===== src/rtl/rtc_pkg.sv =====
package rtc_pkg;

    localparam int ADDR_W  = 8;
    localparam int DATA_W  = 32;
    localparam int MSEC_W  = 10;
    localparam int IRQ_SRC = 5;
    localparam int NUM_ALM = 2;

    localparam logic [ADDR_W-1:0] OFS_BUSY   = 8'h04;
    localparam logic [ADDR_W-1:0] OFS_SEC    = 8'h08;
    localparam logic [ADDR_W-1:0] OFS_SHADOW = 8'h0C;
    localparam logic [ADDR_W-1:0] OFS_MSEC   = 8'h10;
    localparam logic [ADDR_W-1:0] OFS_ALM0   = 8'h14;
    localparam logic [ADDR_W-1:0] OFS_MSALM  = 8'h1C;
    localparam logic [ADDR_W-1:0] OFS_MASK   = 8'h28;
    localparam logic [ADDR_W-1:0] OFS_STAT   = 8'h2C;

    // one time stamp: whole seconds plus milliseconds within the second
    typedef struct packed {
        logic [DATA_W-1:0] sec;
        logic [MSEC_W-1:0] msec;
    } stamp_t;

    // byte offset of the alarm comparator with index idx
    function automatic logic [ADDR_W-1:0] alarm_ofs(int idx);
        return OFS_ALM0 + ADDR_W'(4 * idx);
    endfunction

endpackage


===== src/rtl/rtc_timebase.sv =====
module rtc_timebase
    import rtc_pkg::*;
#(
    parameter int WIN        = 8,
    parameter int MS_STEP    = 1000,
    parameter int MS_MOD     = 32768,
    parameter int MS_PER_SEC = 1000
) (
    input  logic              clk,
    input  logic              rst,
    input  logic              tick,
    input  logic              sec_load,
    input  logic [DATA_W-1:0] sec_value,
    output stamp_t            live,
    output stamp_t            pub,
    output logic              busy
);
    localparam int PH_W  = $clog2(WIN);
    localparam int ACC_W = $clog2(MS_MOD) + 1;

    logic [PH_W-1:0]  phase;
    logic [ACC_W-1:0] acc;
    logic [ACC_W-1:0] acc_sum;
    logic             ms_adv;
    logic             ms_wrap;

    always_comb begin
        acc_sum = acc + ACC_W'(MS_STEP);
        ms_adv  = tick && (acc_sum >= ACC_W'(MS_MOD));
        ms_wrap = ms_adv && (live.msec == MSEC_W'(MS_PER_SEC - 1));
        busy    = (phase == PH_W'(WIN - 1));
    end

    always_ff @(posedge clk) begin
        if (rst) begin
            phase <= '0;
            acc   <= '0;
            live  <= '0;
            pub   <= '0;
        end else begin
            if (tick) begin
                acc   <= ms_adv ? acc_sum - ACC_W'(MS_MOD) : acc_sum;
                phase <= busy ? '0 : phase + PH_W'(1);
                if (busy) pub <= live;
            end
            if (ms_adv) live.msec <= ms_wrap ? '0 : live.msec + MSEC_W'(1);
            if (sec_load)     live.sec <= sec_value;
            else if (ms_wrap) live.sec <= live.sec + DATA_W'(1);
        end
    end


    // msec_range_chk
    msec_range_chk: assert property (@(posedge clk) disable iff (rst)
        live.msec < MSEC_W'(MS_PER_SEC));


    // busy_hold_chk
    busy_hold_chk: assert property (@(posedge clk) disable iff (rst)
        (busy && !tick) |=> busy);


    // pub_stable_chk
    pub_stable_chk: assert property (@(posedge clk) disable iff (rst)
        !(busy && tick) |=> $stable(pub));

endmodule


===== src/rtl/rtc_alarm_match.sv =====
module rtc_alarm_match
    import rtc_pkg::*;
#(
    parameter int N = 2
) (
    input  logic                      clk,
    input  logic                      rst,
    input  logic [DATA_W-1:0]         sec,
    input  logic [N-1:0][DATA_W-1:0]  alarm,
    output logic [N-1:0]              hit
);
    logic [N-1:0] eq;
    logic [N-1:0] eq_q;

    for (genvar i = 0; i < N; i++) begin : g_cmp
        assign eq[i]  = (alarm[i] != '0) && (sec == alarm[i]);
        assign hit[i] = eq[i] && !eq_q[i];
    end

    always_ff @(posedge clk) begin
        if (rst) eq_q <= '0;
        else     eq_q <= eq;
    end

endmodule


===== src/rtl/rtc_shadow_ctr.sv =====
module rtc_shadow_ctr
    import rtc_pkg::*;
#(
    parameter int WIN        = 8,
    parameter int MS_STEP    = 1000,
    parameter int MS_MOD     = 32768,
    parameter int MS_PER_SEC = 1000
) (
    input  logic              clk,
    input  logic              rst,
    input  logic              tick,
    input  logic              bus_sel,
    input  logic              bus_wr,
    input  logic [ADDR_W-1:0] bus_addr,
    input  logic [DATA_W-1:0] bus_wdata,
    output logic [DATA_W-1:0] bus_rdata,
    output logic              irq
);
    stamp_t                           live;
    stamp_t                           pub;
    logic                             busy;
    logic                             wr_ok;
    logic                             ms_read;
    logic [DATA_W-1:0]                shadow;
    logic [NUM_ALM-1:0][DATA_W-1:0]   alm;
    logic [NUM_ALM-1:0]               hit;
    logic [MSEC_W-1:0]                msalm;
    logic [IRQ_SRC-1:0]               mask;
    logic [IRQ_SRC-1:0]               status;
    logic [IRQ_SRC-1:0]               clr;
    logic [IRQ_SRC-1:0]               set;

    assign wr_ok   = bus_sel && bus_wr && !busy;
    assign ms_read = bus_sel && !bus_wr && (bus_addr == OFS_MSEC);

    rtc_timebase #(
        .WIN(WIN), .MS_STEP(MS_STEP), .MS_MOD(MS_MOD), .MS_PER_SEC(MS_PER_SEC)
    ) u_time (
        .clk(clk), .rst(rst), .tick(tick),
        .sec_load(wr_ok && (bus_addr == OFS_SEC)),
        .sec_value(bus_wdata),
        .live(live), .pub(pub), .busy(busy)
    );

    rtc_alarm_match #(.N(NUM_ALM)) u_alarm (
        .clk(clk), .rst(rst), .sec(live.sec), .alarm(alm), .hit(hit)
    );

    always_comb begin
        set = '0;
        set[NUM_ALM-1:0] = hit;
        clr = (wr_ok && (bus_addr == OFS_STAT)) ? bus_wdata[IRQ_SRC-1:0] : '0;
    end

    always_ff @(posedge clk) begin
        if (rst) begin
            shadow <= '0;
            alm    <= '0;
            msalm  <= '0;
            mask   <= '0;
            status <= '0;
        end else begin
            if (ms_read) shadow <= pub.sec;
            status <= (status & ~clr) | set;
            if (wr_ok) begin
                for (int i = 0; i < NUM_ALM; i++)
                    if (bus_addr == alarm_ofs(i)) alm[i] <= bus_wdata;
                if (bus_addr == OFS_MSALM) msalm <= bus_wdata[MSEC_W-1:0];
                if (bus_addr == OFS_MASK)  mask  <= bus_wdata[IRQ_SRC-1:0];
            end
        end
    end

    always_comb begin
        bus_rdata = '0;
        case (bus_addr)
            OFS_BUSY:        bus_rdata[0] = busy;
            OFS_SEC:         bus_rdata = pub.sec;
            OFS_SHADOW:      bus_rdata = shadow;
            OFS_MSEC:        bus_rdata[MSEC_W-1:0] = pub.msec;
            alarm_ofs(0):    bus_rdata = alm[0];
            alarm_ofs(1):    bus_rdata = alm[1];
            OFS_MSALM:       bus_rdata[MSEC_W-1:0] = msalm;
            OFS_MASK:        bus_rdata[IRQ_SRC-1:0] = mask;
            OFS_STAT:        bus_rdata[IRQ_SRC-1:0] = status;
            default:         bus_rdata = '0;
        endcase
    end

    assign irq = |(status & mask);


    // shadow_cap_chk
    shadow_cap_chk: assert property (@(posedge clk) disable iff (rst)
        ms_read |=> (shadow == $past(pub.sec)));


    // busy_write_chk
    busy_write_chk: assert property (@(posedge clk) disable iff (rst)
        (busy && bus_sel && bus_wr) |=> ($stable(mask) && $stable(alm) && $stable(msalm)));


    // alarm_src_chk
    alarm_src_chk: assert property (@(posedge clk) disable iff (rst)
        $rose(status[0]) |-> $past((alm[0] != '0) && (live.sec == alm[0])));


    // cdn_zero_chk
    cdn_zero_chk: assert property (@(posedge clk) disable iff (rst)
        status[IRQ_SRC-1:NUM_ALM+1] == '0);


    // irq_hold_chk
    irq_hold_chk: assert property (@(posedge clk) disable iff (rst)
        (irq && !(bus_sel && bus_wr && (bus_addr == OFS_MASK || bus_addr == OFS_STAT))) |=> irq);

endmodule


===== config.mk =====
export PLATFORM = sky130hd
export DESIGN_NAME = rtc_shadow_ctr
export DESIGN_NICKNAME = d
export VERILOG_FILES = /design/src/rtl/rtc_pkg.sv /design/src/rtl/rtc_timebase.sv /design/src/rtl/rtc_alarm_match.sv /design/src/rtl/rtc_shadow_ctr.sv
export SDC_FILE = /design/constraint.sdc
export NUM_CORES = 1
export LEC_CHECK = 0
export ABC_AREA = 1
export BUFFER_PORTS_ARGS = -buffer_cell sky130_fd_sc_hd__buf_4
export CORE_AREA = 2 2 189 135
export DETAILED_ROUTE_END_ITERATION = 8
export DIE_AREA = 0 0 191 137
export PLACE_DENSITY = 0.7
export SLEW_MARGIN = 20
export SYNTH_ARGS = -nofsm -noshare
export SYNTH_HDL_FRONTEND = slang
export SYNTH_SLANG_ARGS = --single-unit

===== constraint.sdc =====
create_clock -name clk -period 4.4 [get_ports clk]
set_input_delay 0.66 -clock clk [delete_from_list [all_inputs] [get_ports clk]]
set_output_delay 0.66 -clock clk [all_outputs]
set_load 0.05 [all_outputs]

After elaboration in Yosys (flattened, before gate mapping)
Cells that the tools add are included.
{"block": "classes", "addsub": 5, "order_cmp": 1, "eq_ne": 13, "muxes": 10, "bitwise": 4, "reduce_logical": 25}
{"operator": "$pmux W22 S4", "count": 1}
{"operator": "$eq A32 B32 Y1", "count": 2}
{"operator": "$mux W32", "count": 2}
{"operator": "$reduce_bool A32 Y1", "count": 2}
{"operator": "$add A32 B1 Y32 const B", "count": 1}
{"operator": "$eq A8 B5 Y1 const B", "count": 4}
{"operator": "$pmux W4 S8", "count": 1}
{"operator": "$pmux W5 S6", "count": 1}
{"operator": "$add A16 B10 Y16 const B", "count": 1}
{"operator": "$eq A8 B4 Y1 const B", "count": 2}
{"operator": "$eq A8 B6 Y1 const B", "count": 2}
{"operator": "$ge A16 B16 Y1 const B", "count": 1}
{"operator": "$mux W16", "count": 1}
{"operator": "$sub A16 B16 Y16 const B", "count": 1}
{"operator": "$logic_and A1 B1 Y1", "count": 12}
{"operator": "$add A10 B1 Y10 const B", "count": 1}
{"operator": "$and A5 B5 Y5", "count": 2}
{"operator": "$eq A10 B10 Y1 const B", "count": 1}
{"operator": "$mux W10", "count": 1}
{"operator": "$reduce_and A2 Y1", "count": 5}
{"operator": "$pmux W1 S9", "count": 1}
{"operator": "$eq A8 B3 Y1 const B", "count": 1}
{"operator": "$mux W5", "count": 1}
{"operator": "$not A5 Y5", "count": 1}
{"operator": "other kinds (7)", "count": 10}
{"block": "word_totals", "register_bits": 221, "out_inout_bits": 33}

Depth between registers and ports, before layout
Gate-level depths: netlist of the first run.
{"block": "depth", "depth_word": 8, "mapped_depth": 12, "ltp_nobuf": 12}

By module
A second synthesis of the first run with hierarchy kept.
{"block": "unflattened", "cells_unflattened": 2023, "area_unflattened_um2": 12391.9}
{"module": "rtc_shadow_ctr", "instances": 1, "cells_each": 881, "area_per_inst_um2": 5731.7}
{"module": "rtc_timebase", "instances": 1, "cells_each": 779, "area_per_inst_um2": 5180.0}
{"module": "rtc_alarm_match", "instances": 1, "cells_each": 363, "area_per_inst_um2": 1480.2}

Least setup slack after synthesis of the first run
Ideal clock, no wire load.
{"block": "synth_timing", "path_type": "input to output", "from": "input bus_addr[7]", "to": "output bus_rdata[14]", "t_arrival_ps": 2472, "slack_ps": 1268, "stages": 6, "path_cell_list": "nor2_2 nand3_1 inv_2 nand3_1 clkbuf_1 o21ai_0"}
{"block": "synth_between", "elab_chain_len": 2, "elab_cells_between_ends": 5, "cone_classes": "eq/ne (4); mux (1)"}
{"element": "start: declaration", "line_no": "rtc_shadow_ctr.sv:14", "text": "input logic [ADDR_W-1:0] bus_addr,"}
{"element": "$eq A8 B5 Y1 or $eq A8 B4 Y1 (tied branches)", "line_no": "rtc_shadow_ctr.sv:76", "text": "case (bus_addr)"}
{"element": "$pmux W22 S4 (*)", "line_no": "rtc_shadow_ctr.sv:76"}
{"element": "end: declaration", "line_no": "rtc_shadow_ctr.sv:16", "text": "output logic [DATA_W-1:0] bus_rdata,"}
Every way passes the cells marked *; elsewhere a longest branch is shown, timed or not.

Worst setup path after layout of the first run
{"block": "layout_timing", "from": "input bus_addr[7]", "to": "output bus_rdata[6]"}
{"block": "layout_between", "elab_chain_len": 2, "elab_cells_between_ends": 7, "cone_classes": "eq/ne (6); mux (1)"}
{"element": "$eq A8 B5 Y1 or $eq A8 B4 Y1 (tied branches)", "line_no": "rtc_shadow_ctr.sv:76"}
{"element": "$pmux W5 S6 (*)", "line_no": "rtc_shadow_ctr.sv:76"}
Marks and branches as above.

==> results of run 1 <==
==> per-stage QoR <==
step                      power, uW  worst slack (ps)  hold WS (ps)  instance area (um2)  utilization (%)
after floorplan                2150              1270           425                11100                -
after global placement         2230              1480           434                11800             48.7
after detailed placement       2240              1410           440                11800             48.7
after CTS                      4130              1410           385                12600             51.7
after global routing           4230              1260           402                12600             51.7
final                          4120              1410           401                12600             51.7
==> state kept, by name (all words and copies together) (netlist names) <==
signal and count:
msalm 10, alm 64, u_time.acc 13, shadow 32, u_time.live 42, mask 5
u_time.phase 3, u_time.pub 42, status 5, u_alarm.eq_q 2
==> power by group <==
part           switching (uW)  internal, uW  total, uW
Combinational             131          64.0        195
Sequential               14.2          1990       2000
Clock                     840          1080       1920
Total                     985          3130       4120
==> worst min-delay path by stage <==
stage,end,depth (start not counted),from
2_1_floorplan,shadow[1],2,shadow[1]
3_3_place_gp,shadow[3],2,shadow[3]
3_5_place_dp,shadow[2],2,shadow[2]
4_1_cts,status[2],2,bus_wdata[2]
5_1_grt,status[3],2,bus_wdata[3]
6_report,status[2],2,bus_wdata[2]
==> synthesized netlist by cell type, types with 4 or more instances <==
cell	count
a211oi_1	5
a21oi_1	220
buf_2	19
clkbuf_1	62
dfxtp_1	218
ha_1	5
inv_1	192
inv_2	5
nand2_1	346
nand3_1	66
nand3_2	4
nand4_1	39
nor2_1	147
nor2_2	7
nor3_1	18
o21ai_0	193
o22ai_1	56
xnor2_1	12
xor2_1	21
==> layout make-up <==
class                           instances  area (um2)
Clock buffer                           32         679
Clock inverter                          9        51.3
Fill cell                            2447       11800
Inverter                              197         742
Multi-Input combinational cell       1165        5610
Sequential cell                       218        4360
Tap cell                              325         407
Timing Repair Buffer                   93         711
==> kinds of logic after synthesis <==
logic type / Yosys count / share of synthesized area (%)
buffers and inverters: 288 / 10.2
adders and majority gates: 5 / 0.564
and+or+nand+nor: 644 / 24.6
DFF: 218 / 39.4
AOI/OAI and AO/OA: 483 / 22.7
xor gates and xnor gates: 33 / 2.61
==> per-layer routing <==
layer / vias up / global-route usage, %
met3: 50 / 9.95
met5: - / 0
li1: 5578 / -
met4: 0 / 5.90
met2: 672 / 39.2
met1: 5459 / 47.7
==> critical path: stages <==
cell,delay (ps)
buf_4,110
nor2_2,140
nand3_1,100
inv_2,130
nand3_1,90
buf_4,210
inv_1,390
a22oi_1,180
nand3_1,110
buf_4,200
==> impl_metrics.csv, run 1 <==
group,metric,value,unit
critical_path,critical_path_arrival,2330,ps
clock_network,cts_resized,0,
power_and_ir_drop,p_per_area,328,mW/mm2
floorplan,start_util,45.6,%
yosys,yosysTopAreaCell,"dfxtp_1",
yosys,ys.flop_type,"dfxtp_1",
yosys,synth-seq-cells,218,
clock_network,clkSlewWorstSetupHoldPaths,60,ps
sta,fmax,0.334,GHz
critical_path,rr_endpoint,"alm[59]",
clock_network,root_buffer,"clkbuf_16",
critical_path,r2r.worst_path.cells,7,
clock_network,hold_buffers,0,
critical_path,startpoint,"bus_addr[7]",
clock_network,cts_max_level,1,
global_route,grt_pass1_vias,10100,
global_route,grt_pass1_wl,60.3,mm
clock_network,cts_tree,"done",
route,detail_route.wirelength,40.3,mm
yosys,synth_top_cell_area_share,39.4,%
place,post-place-cells,1998,
critical_path,path_class,"in2out",
route,vias,11800,
critical_path,ff2ff_setup_slack,1720,ps
global_route,gr-usage-all-layers,30.4,%
route,wl_met1,18.7,mm
sta,maxSlewViolCount,0,
floorplan,fp.dieW,191,um
yosys,yosysUniqueCellTypes,38,
sta,setup_viol,0,
critical_path,cp-start-kind,"input port",
yosys,synthesis.nets,1721,
place,finalWeightedCongestion,1.01,
layout,num_antenna_cells,0,
global_route,grt_max_degree,81,
power_and_ir_drop,p_leak,0.00482,uW
min_path,hold_class,"in2reg",
sta,grt_setup_unrepaired,"no",
floorplan,core_area,0.0243,mm2
global_route,grt-ovfl-total,0,
critical_path,cp-end-kind,"primary output",
clock_network,cts_buffer_depth,3,
floorplan,die_area,0.0262,mm2
yosys,syn-cell-area,0.0111,mm2
yosys,synthTopCellsByArea,"dfxtp_1, nand2_1, a21oi_1",
layout,nets,1748,
clock_network,cts.sinks,218,
floorplan,die_y,137,um
route,wl_per_cell,19.8,um
place,io_buffers,77,
place,dp_hpwl,29.7,mm
critical_path,required,3740,ps
critical_path,crit_path_end,"bus_rdata[6]",
layout,area_growth,13.3,%
sta,min_period,2990,ps
yosys,ys_seq_area_share,39.4,%
critical_path,rr_startpoint,"u_time.phase[0]",
sta,period_share,68.0,%
clock_network,cts_buffers,23,
layout,layout_common_cells,"nand2_1, a21oi_1, dfxtp_1",
layout,drive_above_1_share,9.39,%
yosys,avgSynthCellArea,6.64,um2
clock_network,insertion_delay,530,ps
layout,fin_cells,2039,
sta,hold_viol,0,
sta,relSlewSlack,30.3,%
yosys,yosysWarningCount,0,
yosys,synthArstFlopShare,0,%
layout,final_common_cell,"nand2_1",
yosys,synth-edff-count,0,
route,drc_errors,0,
route,met2_length,15.0,mm
route,dr_wl_met3,5.86,mm
route,drt_iter0_markers,1711,
route,postRouteAntennaNets,0,
sta,timing.setup.tns,0,ps
sta,worst_pin_slew,1040,ps
route,routed.top_layer,"met4",
yosys,syn_inst,1671,
clock_network,cts_setup_buffers,0,
run_status,status,"finished clean",
power_and_ir_drop,irDropWorstVdd,0.000261,V
route,first_pass_iters,6,
floorplan,std_cell_rows,48,
route,viasPerCell,5.77,
floorplan,io_pins,78,
sta,skew,14.4,ps
run,drv_cap,0,
global_route,antenna_found_initial,2,
critical_path,worst-path-max-fanout,19,
(Power assumes the default switching activity.)
==> run 2, diff against run 1 <==
PLACE_DENSITY = 0.72   (was 0.7)
clock period = 2.5 ns   (was 4.4 ns; I/O delays follow)
==> run 2 against run 1 <==
Against the previous run:
- core utilization is 1.0 points higher
- sequential share of layout area is 0.66 points lower
- hold slack worse by 270 ps
- critical path depth stayed put
==> impl_metrics.csv, run 2 (same netlist as run 1, synthesis figures left out) <==
group,metric,value,unit
floorplan,die_area,0.0262,mm2
critical_path,ff2ff_setup_slack,160,ps
global_route,grt_max_degree,96,
place,finalWeightedCongestion,0.995,
clock_network,cts_setup_buffers,0,
clock_network,cts_buffer_depth,3,
global_route,grt_pass1_vias,10500,
route,vias,11900,
floorplan,core_area,0.0243,mm2
run,drv_cap,0,
power_and_ir_drop,p_per_area,564,mW/mm2
clock_network,insertion_delay,530,ps
floorplan,die_y,137,um
clock_network,cts.sinks,218,
route,detail_route.wirelength,40.7,mm
sta,hold_viol,0,
layout,num_antenna_cells,0,
min_path,hold_class,"in2reg",
sta,relSlewSlack,34.8,%
power_and_ir_drop,irDropWorstVdd,0.000463,V
clock_network,cts_tree,"done",
route,wl_per_cell,19.8,um
layout,largest-register,"alm",
route,postRouteAntennaNets,0,
route,drt_iter0_markers,1693,
clock_network,clkSlewWorstSetupHoldPaths,60,ps
floorplan,io_pins,78,
global_route,gr-usage-all-layers,30.8,%
layout,layout_common_cells,"nand2_1, a21oi_1, dfxtp_1",
clock_network,cts_resized,0,
critical_path,cp-end-kind,"register",
power_and_ir_drop,p_leak,0.00494,uW
sta,setup_viol,0,
sta,skew,18.8,ps
place,io_buffers,77,
sta,worst_slack,158,ps
route,viasPerCell,5.76,
layout,design_area,0.0128,mm2
route,drc_errors,0,
clock_network,hold_buffers,0,
layout,area_growth,15.5,%
critical_path,critical_path_arrival,2750,ps
place,dpl-instance-area,0.0121,mm2
floorplan,start_util,45.6,%
sta,period_share,93.7,%
clock_network,cts_buffers,23,
route,first_pass_iters,6,
place,dp_hpwl,30.6,mm
critical_path,path_class,"reg2reg",
sta,min_period,2340,ps
global_route,antenna_found_initial,0,
sta,worst_pin_slew,976,ps
place,dp_slack,269,ps
clock_network,root_buffer,"clkbuf_16",
global_route,grt-ovfl-total,0,
critical_path,required,2910,ps
layout,reg_top3,"alm (64), u_time.live (42), u_time.pub (42)",
layout,drive_above_1_share,10.3,%
layout,final_common_cell,"nand2_1",
critical_path,worst-path-max-fanout,6,
floorplan,fp.dieW,191,um
critical_path,cp-start-kind,"register",
clock_network,cts_max_level,1,
power_and_ir_drop,power,7220,uW
sta,maxSlewViolCount,0,
global_route,grt_pass1_wl,61.4,mm
sta,grt_setup_unrepaired,"no",
run_status,status,"finished clean",
layout,nets,1769,
sta,fmax,0.427,GHz
layout,largest_reg_flops,64,
floorplan,std_cell_rows,48,
[run 2: worst paths after layout]
check,cells after the start,from,end
hold / removal,2,bus_wdata[2],status[2]
setup / recovery,10,u_time.live[0],u_time.live[4]
setup reg to reg,10,u_time.live[0],u_time.live[4]
hold reg to reg,2,u_time.acc[14],u_time.acc[14]
[run 2: area by class of cell]
| class | count | area [um2] |
|---|---|---|
| inverter | 197 | 741 |
| sequential | 218 | 4360 |
| fill | 2401 | 11500 |
| multi-input combinational | 1165 | 5610 |
| timing repair buffer | 114 | 968 |
| tap | 325 | 407 |
| clock inverter | 7 | 47.5 |
| clock buffer | 35 | 671 |
[run 2: where the power goes]
group	switching, uW	internal (uW)	leakage (uW)
registers	24.4	3500	0.00176
logic	229	119	0.00283
clock network	1490	1860	0.000348
[run 2: through the flow]
step / TNS, ps / hold slack [ps] / std cells / utilization (%)
final: 0 / 131 / 2061 / 52.7
after floorplan: -622 / 425 / 1671 / -
after CTS: 0 / 111 / 2061 / 52.7
after detailed placement: 0 / 444 / 2019 / 49.7
after global routing: 0 / 125 / 2061 / 52.7
after global placement: 0 / 439 / 2019 / 49.7
[run 2: routing by layer]
layer | vias to the layer above | GRT usage [%] | wire length (um)
li1 | 5618 | - | -
met1 | 5441 | 47.2 | 18300
met2 | 731 | 40.7 | 15100
met3 | 73 | 9.62 | 6240
met4 | 2 | 7.19 | 964
met5 | - | 3.08 | 110
[run 2: worst max-delay path, stage by stage, from the launching register on]
cell	delay, ps
dfxtp_1	370
ha_1	180
nand2_1	70
nor2_1	90
nand2_1	60
nor2_1	430
nand4_1	290
nand2_1	380
inv_1	180
o21ai_0	120
a21oi_1	60
